==> src/rtl/pos_serial_pkg.sv <==
package pos_serial_pkg;
  localparam int unsigned DEF_WORD_W      = 16;
  localparam int unsigned DEF_SYNC_STAGES = 2;

  typedef enum logic {
    MODE_TRANSFER = 1'b0,
    MODE_CAPTURE  = 1'b1
  } port_mode_e;
endpackage

==> src/rtl/pos_serial_sync.sv <==
module pos_serial_sync #(
  parameter int unsigned W      = 2,
  parameter int unsigned STAGES = 2
) (
  input  logic         clk,
  input  logic         rst_n,
  input  logic [W-1:0] async_in,
  output logic [W-1:0] sync_out
);
  logic [STAGES-1:0][W-1:0] stage_q;

  genvar s;
  generate
    for (s = 0; s < STAGES; s++) begin : g_stage
      if (s == 0) begin : g_first
        always_ff @(posedge clk or negedge rst_n) begin
          if (!rst_n) stage_q[s] <= '0;
          else        stage_q[s] <= async_in;
        end
      end else begin : g_next
        always_ff @(posedge clk or negedge rst_n) begin
          if (!rst_n) stage_q[s] <= '0;
          else        stage_q[s] <= stage_q[s-1];
        end
      end
    end
  endgenerate

  assign sync_out = stage_q[STAGES-1];
endmodule

==> src/rtl/pos_serial_edge.sv <==
module pos_serial_edge (
  input  logic clk,
  input  logic rst_n,
  input  logic level_in,
  output logic rise
);
  logic level_d;

  always_ff @(posedge clk or negedge rst_n) begin
    if (!rst_n) level_d <= 1'b0;
    else        level_d <= level_in;
  end

  assign rise = level_in & ~level_d;


  single_rise_chk: assert property (@(posedge clk) disable iff (!rst_n)
    rise |=> !rise);
endmodule

==> src/rtl/pos_serial_core.sv <==
module pos_serial_core #(
  parameter int unsigned W = 16
) (
  input  logic         clk,
  input  logic         rst_n,
  input  logic         load_en,
  input  logic         shift_en,
  input  logic [W-1:0] word_in,
  input  logic         msb_flip,
  input  logic         ser_in,
  output logic         ser_out
);
  localparam int unsigned TOP = W - 1;

  logic [W-1:0] sreg;
  logic [W-1:0] cap_word;

  always_comb begin
    cap_word      = word_in;
    cap_word[TOP] = word_in[TOP] ^ msb_flip;
  end

  always_ff @(posedge clk or negedge rst_n) begin
    if (!rst_n)        sreg <= '0;
    else if (load_en)  sreg <= cap_word;
    else if (shift_en) sreg <= {sreg[W-2:0], ser_in};
  end

  assign ser_out = sreg[TOP];


  capture_msb_chk: assert property (@(posedge clk) disable iff (!rst_n)
    load_en |=> (ser_out == ($past(word_in[TOP]) ^ $past(msb_flip))));


  hold_chk: assert property (@(posedge clk) disable iff (!rst_n)
    (!load_en && !shift_en) |=> $stable(sreg));


  shift_move_chk: assert property (@(posedge clk) disable iff (!rst_n)
    (shift_en && !load_en) |=> (sreg[W-1:1] == $past(sreg[W-2:0])));


  cascade_in_chk: assert property (@(posedge clk) disable iff (!rst_n)
    (shift_en && !load_en) |=> (sreg[0] == $past(ser_in)));
endmodule

==> src/rtl/pos_serial_port.sv <==
module pos_serial_port
  import pos_serial_pkg::*;
#(
  parameter int unsigned WORD_W      = DEF_WORD_W,
  parameter int unsigned SYNC_STAGES = DEF_SYNC_STAGES
) (
  input  logic              clk,
  input  logic              rst_n,
  input  logic [WORD_W-1:0] pos_word,
  input  logic              msb_flip,
  input  logic              load_sel,
  input  logic              sclk_in,
  input  logic              sdata_in,
  output logic              sdata_out
);
  logic [1:0] raw_ctl;
  logic [1:0] sync_ctl;
  logic       sclk_s;
  logic       sclk_rise;
  port_mode_e mode;
  logic       load_en;
  logic       shift_en;

  assign raw_ctl = {load_sel, sclk_in};

  pos_serial_sync #(.W(2), .STAGES(SYNC_STAGES)) u_sync (
    .clk      (clk),
    .rst_n    (rst_n),
    .async_in (raw_ctl),
    .sync_out (sync_ctl)
  );

  assign sclk_s = sync_ctl[0];
  assign mode   = port_mode_e'(sync_ctl[1]);

  pos_serial_edge u_edge (
    .clk      (clk),
    .rst_n    (rst_n),
    .level_in (sclk_s),
    .rise     (sclk_rise)
  );

  assign load_en  = (mode == MODE_CAPTURE);
  assign shift_en = (mode == MODE_TRANSFER) && sclk_rise;

  pos_serial_core #(.W(WORD_W)) u_core (
    .clk      (clk),
    .rst_n    (rst_n),
    .load_en  (load_en),
    .shift_en (shift_en),
    .word_in  (pos_word),
    .msb_flip (msb_flip),
    .ser_in   (sdata_in),
    .ser_out  (sdata_out)
  );


  no_shift_in_capture_chk: assert property (@(posedge clk) disable iff (!rst_n)
    load_en |-> !shift_en);
endmodule

==> config.mk <==
export PLATFORM = sky130hd
export DESIGN_NAME = pos_serial_port
export DESIGN_NICKNAME = d
export VERILOG_FILES = /design/src/rtl/pos_serial_pkg.sv /design/src/rtl/pos_serial_sync.sv /design/src/rtl/pos_serial_edge.sv /design/src/rtl/pos_serial_core.sv /design/src/rtl/pos_serial_port.sv
export SDC_FILE = /design/constraint.sdc
export NUM_CORES = 1
export LEC_CHECK = 0
export ABC_AREA = 1
export BUFFER_PORTS_ARGS = -buffer_cell sky130_fd_sc_hd__buf_2
export CAP_MARGIN = 20
export CELL_PAD_IN_SITES_DETAIL_PLACEMENT = 0
export CELL_PAD_IN_SITES_GLOBAL_PLACEMENT = 1
export CORE_ASPECT_RATIO = 0.8
export CORE_MARGIN = 2
export CORE_UTILIZATION = 40
export CTS_BUF_LIST = sky130_fd_sc_hd__clkbuf_4 sky130_fd_sc_hd__clkbuf_8 sky130_fd_sc_hd__clkbuf_16
export DETAILED_ROUTE_END_ITERATION = 7
export GPL_TIMING_DRIVEN = 0
export PLACE_DENSITY = 0.92
export SETUP_SLACK_MARGIN = 0.05
export SYNTH_ARGS = -nofsm -noshare
export SYNTH_HDL_FRONTEND = slang
export SYNTH_HIERARCHICAL = 1
export SYNTH_SLANG_ARGS = --single-unit
==> constraint.sdc <==
create_clock -name clk -period 2.05 [get_ports clk]
set_input_delay 0.615 -clock clk [delete_from_list [all_inputs] [get_ports clk]]
set_output_delay 0.615 -clock clk [all_outputs]
set_load 0.01 [all_outputs]
==> reports/metrics.cfg, run 1 <==
[critical_path]
path_class=flop to primary output
path_cells=buf_2
worstPathArrival_ps=830
cp_data_required_time_ps=1430
start_kind=flop
max_stage_delay_ps=390
endpoint_kind=primary output
path_buf_inv=1
path_delay_family=flip-flops
worstPathMaxFanout=2
cpMaxStageDelayCell=dfrtp_1

[clock_tree]
post_cts_buffers=0
cts_resized=0
cts_buffers=3
clock-sinks=21
hold_buffers=0
clk_pin_slew_ps=110
clockRootBuffer=clkbuf_4
cts_tree=built
htree_levels=1
clk_latency_ps=300
clock_path_buffers=2

[sta]
period_share_pct=70.43
hold_violations=0
max_slew_margin_pct=69.46
setup_violations=0
worstMarginPinSlew_ps=458.1
tns_ps=0
rsz0062_at_grt=no
whs_ps=241.9
maxSlewViolCount=0
clock_skew_ps=2.118
post-route-min-period_ps=1444
clock.fmax_ghz=0.6926

[yosys]
syn-cell-area_um2=898.4
yosysSeqAreaShare_pct=58.50
synth_seq_cells=21
synth_cells=102
ys_types=10
avgSynthCellArea_um2=8.807
ys_warn_count=6
mappedNetlistNets=124

[power]
p_comb_share_pct=12.7
power.static_leakage_uw=0.0005571
p_clk_share_pct=27.0
p_sw_share_pct=24.67
p_int_uw=586.8
power_frac_seq_pct=60.4
vdd_ir_drop_max_uv=417.3
powerDensity_nw_per_um2=728.1
switchingPower_uw=192.2

[layout]
drive_gt1_share_pct=28.91
areaGrowthSynthToFinish_pct=19.08
final_common_cell=nand2_1
layout_common_cells=nand2_1 (49), buf_2 (23), dfrtp_1 (21), nand3_1 (17)
num_antenna_cells=0
instances_no_fill=153
fin_nets=151
postLayoutCellArea_um2=1070

[routing]
drt_iter0_drc=17
route.detailed.drc=0
drt_first_pass_iters=4
highest_layer=met4
drt-met1-wl_um=773
wl_met2_um=711
viasPerCell=4.529
totalWireLength_um=1607
routedWlPerCell_um=10.50
routed-wl-met3_um=112
ant_nets=0
vias=693

[floorplanning]
dieWidth_um=56.99
ios=23
rows=15
fp.dieArea_um2=2643
die_h_um=46.39
start_util_pct=41.99
core-area_um2=2140

[placed_design]
hpwlAfterDp_um=1121
dp_cells=149
placed_area_um2=1040
port_buffers=22
gp_congestion=0.7343

[global_route]
grt_pass1_vias=638
antenna_found_initial=0
grt_pass1_wl_um=2670
grt_max_degree=22
gr-usage-all-layers_pct=13.82
grt_overflow=0

[job]
maxCapViolCount=0

[min_path]
hp-class=primary input to async pin

[outcome]
status=complete, no violations

==> synth_stat cells <==
master,number,area (um2)
inv_1,4,15.01
buf_2,1,5.000
buf_6,2,22.52
nand2_1,49,183.9
nor2_4,2,22.52
nor2_2,2,12.51
nand3_1,17,85.08
buf_4,3,22.52
inv_2,1,3.750
dfrtp_1,21,525.5
==> registers in the layout, indices dropped and copies added, names as in the netlist <==
register,cells
u_core/sreg,16
u_edge/level_d,1
u_sync/stage_q,2
u_sync/sync_out,2
==> kinds of logic (layout without fill, tap and decap cells) <==
logic type	Yosys count	in the layout	share of synthesized area, %
simple gates	70	70	33.84
flops	21	21	58.50
buf+inv	11	37	7.658
==> per-layer routing <==
metal	track usage (%)	vias up
li1	-	365
met1	16.78	307
met2	22.76	19
met3	5.899	2
met4	4.186	0
met5	0	-
==> path summary, 6_finish.rpt <==
kind | start | slack [ps] | to | cells after the start
setup / recovery | u_core/sreg[15] | 610 | sdata_out | 1
hold / removal | rst_n | 240 | u_core/sreg[15] | 1
setup reg to reg | u_sync/sync_out[0] | 690 | u_core/sreg[5] | 10
hold reg to reg | u_sync/stage_q[0] | 360 | u_sync/sync_out[0] | 0
max in group asynchronous | rst_n | 1490 | u_core/sreg[7] | 1
min in group clk | u_sync/stage_q[0] | 360 | u_sync/sync_out[0] | 0
==> area by class of cell <==
class	count	area, um2
plain buffers	6	50.05
clock buffers	4	30.03
fillers	217	1070
inverters	5	18.77
multi-input cells	70	304.0
flip-flops and latches	21	525.5
well taps	25	31.28
repair buffers	22	110.1
==> power by group through the flow <==
| stage | sequential [uW] | clock (uW) | combinational (uW) |
|---|---|---|---|
| detailed placement | 478 | 0 | 101 |
| global route | 475 | 239 | 114 |
| CTS | 470 | 223 | 101 |
| floorplan | 475 | 0 | 59.2 |
| finish | 470 | 210 | 98.8 |
| global placement | 477 | 0 | 97.9 |
==> per-stage QoR <==
step	util [%]	power (uW)	setup slack [ps]
detailed placement	48.60	578.7	691.1
finish	50.00	778.9	606.2
floorplan	-	534.2	850.9
global route	50.00	827.8	533.6
CTS	50.00	793.9	587.8
global placement	48.60	574.4	720.2
==> worst reg2reg max path: stages, from the launching register on <==
cell and delay [ps]:
dfrtp_1 340, buf_4 100, inv_1 40, nor2_2 60, inv_1 50, nor2_2 160, inv_2 60, nor2_4 160
buf_4 200, nand2_1 70, nand3_1 80
(Power assumes the default switching activity.)
==> inputs of run 2 (changes only) <==
- CORE_UTILIZATION: 40 -> 33
- PLACE_DENSITY: 0.92 -> 0.83
- clock period: 2.05 -> 1.2 ns (I/O delays scaled with it)
==> reports/metrics.cfg, run 2 (same netlist as run 1, synthesis figures left out) <==
[clock_tree]
hold_buffers=0  ; unchanged
cts_tree=built
clock-sinks=21  ; unchanged
clockRootBuffer=clkbuf_4
clk_pin_slew_ps=110  ; about the same
clock_path_buffers=2  ; unchanged
htree_levels=1  ; unchanged
cts_buffers=3  ; unchanged
clk_latency_ps=290  ; about the same

[layout]
final_common_cell=nand2_1
areaGrowthSynthToFinish_pct=37.46
largest_reg_flops=16  ; unchanged
drive_gt1_share_pct=53.03  ; +24 points
layout_common_cells=nand2_1 (35), buf_2 (23), dfrtp_1 (21), nand2_2 (14), nand3_2 (14)
instances_no_fill=168  ; +9.8%
fin_nets=155  ; +2.6%
largest-register=u_core/sreg
num_antenna_cells=0  ; unchanged

[sta]
hold_violations=4  ; +4
post-route-min-period_ps=1184
worstMarginPinSlew_ps=460.8  ; +2.662 ps
clock.fmax_ghz=0.8445
whs_ps=-2.962  ; -244.9 ps
maxSlewViolCount=0  ; unchanged
period_share_pct=98.68
clock_skew_ps=0.9508  ; -1.167 ps
tns_ps=0  ; unchanged
rsz0062_at_grt=yes
max_slew_margin_pct=69.28  ; -0.18 points
setup_violations=0  ; unchanged

[critical_path]
cp_data_required_time_ps=840  ; -590 ps
path_buf_inv=1  ; unchanged
path_class=flop to primary output
path_delay_family=flip-flops
path_cells=buf_2
cpMaxStageDelayCell=dfrtp_1
worstPathMaxFanout=2  ; unchanged
worstPathArrival_ps=820  ; about the same
endpoint_kind=primary output
max_stage_delay_ps=390  ; about the same
start_kind=flop

[outcome]
failed_checks=negative hold slack
status=finished, violations left

[power]
total_power_uw=1370  ; +76%
powerDensity_nw_per_um2=1109  ; +52%
power.static_leakage_uw=0.0006529  ; +17%
vdd_ir_drop_max_uv=655.7  ; +57%

[routing]
ant_nets=0  ; unchanged
route.detailed.drc=0  ; unchanged
drt_iter0_drc=17  ; unchanged
viasPerCell=4.429  ; -2.2%
routedWlPerCell_um=10.63  ; +1.2%
vias=744  ; +7.4%
totalWireLength_um=1785  ; +11%
drt_first_pass_iters=3  ; -1

[floorplanning]
die_h_um=50.67  ; +9.2%
dieWidth_um=62.34  ; +9.4%
start_util_pct=35.62  ; -6.4 points
rows=16  ; +1
core-area_um2=2522  ; +18%
ios=23  ; unchanged
fp.dieArea_um2=3158  ; +19%

[placed_design]
dp_cells=160  ; +7.4%
hpwlAfterDp_um=1142  ; +1.9%
gp_congestion=0.7179  ; -2.2%
port_buffers=22  ; unchanged

[global_route]
grt_pass1_wl_um=2960  ; +11%
grt_overflow=0  ; unchanged
grt_max_degree=22  ; unchanged
antenna_found_initial=0  ; unchanged
grt_pass1_vias=709  ; +11%
gr-usage-all-layers_pct=11.92  ; -1.9 points

[job]
maxCapViolCount=0  ; unchanged

[min_path]
hp-class=primary input to async pin

run 2: layer usage:
metal	GRT usage, %	wire, um	vias up
met3	4.933	108	0
met5	0	0	-
met1	13.17	794	354
met2	22.28	883	13
met4	1.481	0	0
li1	-	-	377
run 2: power breakdown:
part | leakage [uW] | total (uW) | internal (uW) | switching [uW]
clock | 0.0000184 | 349 | 152 | 197
sequential | 0.000253 | 813 | 772 | 41.6
combinational | 0.000382 | 208 | 99.7 | 108
total | 0.000653 | 1370 | 1020 | 346
run 2: layout make-up:
class / count / area (um2)
fillers: 262 / 1287
flip-flops and latches: 21 / 525.5
multi-input cells: 70 / 414.1
repair buffers: 28 / 162.7
well taps: 36 / 45.04
plain buffers: 4 / 38.79
clock buffers: 4 / 30.03
inverters: 5 / 18.77
run 2: per-stage QoR:
step / hold WS, ps / setup WS, ps / area [um2] / utilization, %
after floorplan: 64.41 / 54.21 / 907.1 / -
after global placement: 332.4 / -57.79 / 1062 / 42.11
after detailed placement: 336.2 / -83.11 / 1062 / 42.11
after CTS: 6.217 / -36.51 / 1220 / 48.36
after global routing: 13.69 / -40.67 / 1235 / 48.96
final: -2.962 / 15.86 / 1235 / 48.96
run 2: repair_timing:
action | 4_1_cts | 5_1_grt
pin swaps | 5 | 3
buffers inserted | 5 | 0
endpoints found under the setup margin | 17 | 17
cloned | 1 | 0
gates resized for setup | 26 | 6
run 2: worst paths after layout:
| check | from | endpoint | slack [ps] | cells after the start |
|---|---|---|---|---|
| max in group asynchronous | rst_n | u_core/sreg[14] | 890 | 1 |
| max reg2reg | u_edge/level_d | u_core/sreg[2] | 20 | 8 |
| min reg2reg | u_sync/stage_q[1] | u_sync/sync_out[1] | 360 | 0 |
| min | rst_n | u_core/sreg[5] | -3 | 1 |
| max | u_core/sreg[15] | sdata_out | 20 | 1 |
| min in group clk | load_sel | u_sync/stage_q[1] | 160 | 1 |
==> inputs of run 3 (changes only) <==
- PLACE_DENSITY: 0.83 -> 0.84
- SKIP_LAST_GASP: not set -> 1
- SYNTH_HIERARCHICAL: 1 -> not set
==> reports/metrics.cfg, run 3 <==
[outcome]
status=complete, no violations

[critical_path]
path_cells=buf_2
worstPathMaxFanout=2  ; unchanged
cpMaxStageDelayCell=dfrtp_1
cp_data_required_time_ps=840  ; about the same
endpoint_kind=primary output
r2r_slack_ps=160  ; +140 ps
max_stage_delay_ps=380  ; about the same
path_delay_family=flip-flops
path_class=flop to primary output
worstPathArrival_ps=770  ; -50 ps
path_buf_inv=1  ; unchanged
start_kind=flop

[floorplanning]
die_h_um=52.55  ; +3.7%
start_util_pct=34.89  ; -0.73 points
fp.dieArea_um2=3399  ; +7.6%
core-area_um2=2786  ; +10%
rows=17  ; +1
dieWidth_um=64.69  ; +3.8%
ios=23  ; unchanged

[routing]
ant_nets=0  ; unchanged
drt_first_pass_iters=3  ; unchanged
route.detailed.drc=0  ; unchanged
routedWlPerCell_um=9.497  ; -11%
totalWireLength_um=1871  ; +4.8%
vias=826  ; +11%
viasPerCell=4.193  ; -5.3%
drt_iter0_drc=23  ; +6

[sta]
period_share_pct=94.31  ; -4.4 points
clock_skew_ps=4.969  ; +4.018 ps
hold_violations=0  ; -4
tns_ps=0  ; unchanged
max_slew_margin_pct=69.36  ; +0.077 points
rsz0062_at_grt=yes
clock.fmax_ghz=0.8836  ; +4.6%
setup_violations=0  ; unchanged
maxSlewViolCount=0  ; unchanged
worstMarginPinSlew_ps=459.6  ; -1.152 ps
post-route-min-period_ps=1132  ; -52.38 ps

[yosys]
ys_top_cells_by_area=dfrtp_1 (54%), nand2_1 (26%), o21ai_1 (7.2%)
synth_common_cells=nand2_1 (67), dfrtp_1 (21), inv_1 (17)
yosysMostFrequentCell=nand2_1
ys_types=10  ; unchanged
yosysSeqAreaShare_pct=54.05  ; -4.4 points
synth_edf_count=0  ; unchanged
avgSynthCellArea_um2=7.478  ; -15%
synth_seq_cells=21  ; unchanged
mappedNetlistNets=152  ; +23%
synth_area_leader_cell=dfrtp_1
synth_cells=130  ; +27%
synth.top_cell.area_share_pct=54.05  ; -4.4 points
yosys_most_used_dff=dfrtp_1
ys_warn_count=0  ; -6
synth-async-reset-ratio_pct=100.0  ; unchanged
syn-cell-area_um2=972.2  ; +8.2%

[layout]
areaGrowthSynthToFinish_pct=23.81
layout_common_cells=nand2_1 (67), buf_2 (25), dfrtp_1 (21), inv_1 (17), o21ai_1 (14)
fin_nets=182  ; +17%
largest_reg_flops=16  ; unchanged
num_antenna_cells=0  ; unchanged
postLayoutCellArea_um2=1204  ; -2.5%
final_common_cell=nand2_1
largest-register=u_core.sreg
drive_gt1_share_pct=23.27  ; -30 points

[power]
p_int_uw=1150  ; +12%
switchingPower_uw=393.9  ; +14%
p_sw_share_pct=25.52  ; +0.23 points
power_frac_seq_pct=53.4  ; -6.0 points
vdd_ir_drop_max_uv=777.6  ; +19%
p_comb_share_pct=15.9  ; +0.7 points
power.static_leakage_uw=0.0006914  ; +5.9%
p_clk_share_pct=30.6  ; +5.1 points
total_power_uw=1544  ; +13%
powerDensity_nw_per_um2=1283  ; +16%

[placed_design]
gp_congestion=0.7222  ; +0.60%
hpwlAfterDp_um=1342  ; +17%
port_buffers=22  ; unchanged
placed_area_um2=1130  ; +6.4%

[clock_tree]
clock_path_buffers=2  ; unchanged
cts_tree=built
clk_latency_ps=250  ; -40 ps
hold_buffers=0  ; unchanged
clockRootBuffer=clkbuf_8
clock-sinks=21  ; unchanged
htree_levels=1  ; unchanged
clk_pin_slew_ps=70  ; -40 ps
cts_buffers=3  ; unchanged

[global_route]
grt_pass1_wl_um=3118  ; +5.3%
grt_overflow=0  ; unchanged
grt_max_degree=22  ; unchanged
grt_pass1_vias=718  ; +1.3%
antenna_found_initial=0  ; unchanged
gr-usage-all-layers_pct=12.33  ; +0.41 points

[job]
maxCapViolCount=0  ; unchanged

[min_path]
hp-class=primary input to async pin

==> run 3: cell count changes after synthesis, sizes merged <==
| cell | previous run | this run |
|---|---|---|
| buf | 6 | 5 |
| nor2 | 4 | 0 |
| o21ai | 0 | 15 |
| nand2 | 49 | 68 |
| inv | 5 | 19 |
| nand3 | 17 | 2 |
==> run 3: final timing paths <==
| kind | startpoint | endpoint | cells after the start |
|---|---|---|---|
| worst max-delay path | u_core.sreg[15] | sdata_out | 1 |
| worst min-delay path | rst_n | u_core.sreg[12] | 1 |
| worst max register to register | u_sync.sync_out[0] | u_core.sreg[1] | 5 |
| worst min register to register | u_sync.stage_q[1] | u_sync.sync_out[1] | 0 |
| max in group asynchronous | rst_n | u_core.sreg[0] | 1 |
| min in group clk | load_sel | u_sync.stage_q[1] | 1 |
==> run 3: routing by layer <==
| layer | track usage, % | share of wire, % |
|---|---|---|
| met4 | 3.191 | 0.48 |
| met5 | 0 | 0 |
| met3 | 4.086 | 5.2 |
| met2 | 19.27 | 44 |
| met1 | 16.53 | 50 |
==> run 3: stage by stage <==
stage               hold slack [ps]  setup WS, ps  utilization (%)  instances
floorplan                     64.41         225.9                -        130
global placement              331.2         144.2            40.55        190
detailed placement            335.5         110.5            40.55        190
CTS                           61.19         60.64            42.30        194
global route                  85.97         47.57            43.20        197
finish                        43.74         68.24            43.20        197
==> run 3: area by class of cell <==
type | count | area, um2
clock buffers | 4 | 48.80
inverters | 19 | 71.32
flip-flops and latches | 21 | 525.5
well taps | 38 | 47.55
multi-input cells | 85 | 347.8
plain buffers | 4 | 22.52
repair buffers | 26 | 140.1
fillers | 294 | 1583
==> run 3: cell families after synthesis <==
group	Yosys count	synth area share [%]
AO/OA/AOI/OAI	15	7.722
AND/OR/NAND/NOR	70	28.06
buffers and inverters	24	10.17
flip-flops	21	54.05
==> run 3: power by group through the flow <==
stage	registers (uW)	clock network, uW	logic [uW]
5_1_grt	835	526	289
2_1_floorplan	831	0	156
6_report	825	473	246
3_3_place_gp	836	0	234
3_5_place_dp	838	0	241
4_1_cts	825	487	242
==> run 3: what timing repair did <==
| action | CTS | global route |
|---|---|---|
| setup endpoints to repair | 0 | 11 |
| gates resized for setup | 0 | 1 |
| setup buffers | 0 | 4 |
| endpoints found under the hold margin | 0 | 0 |
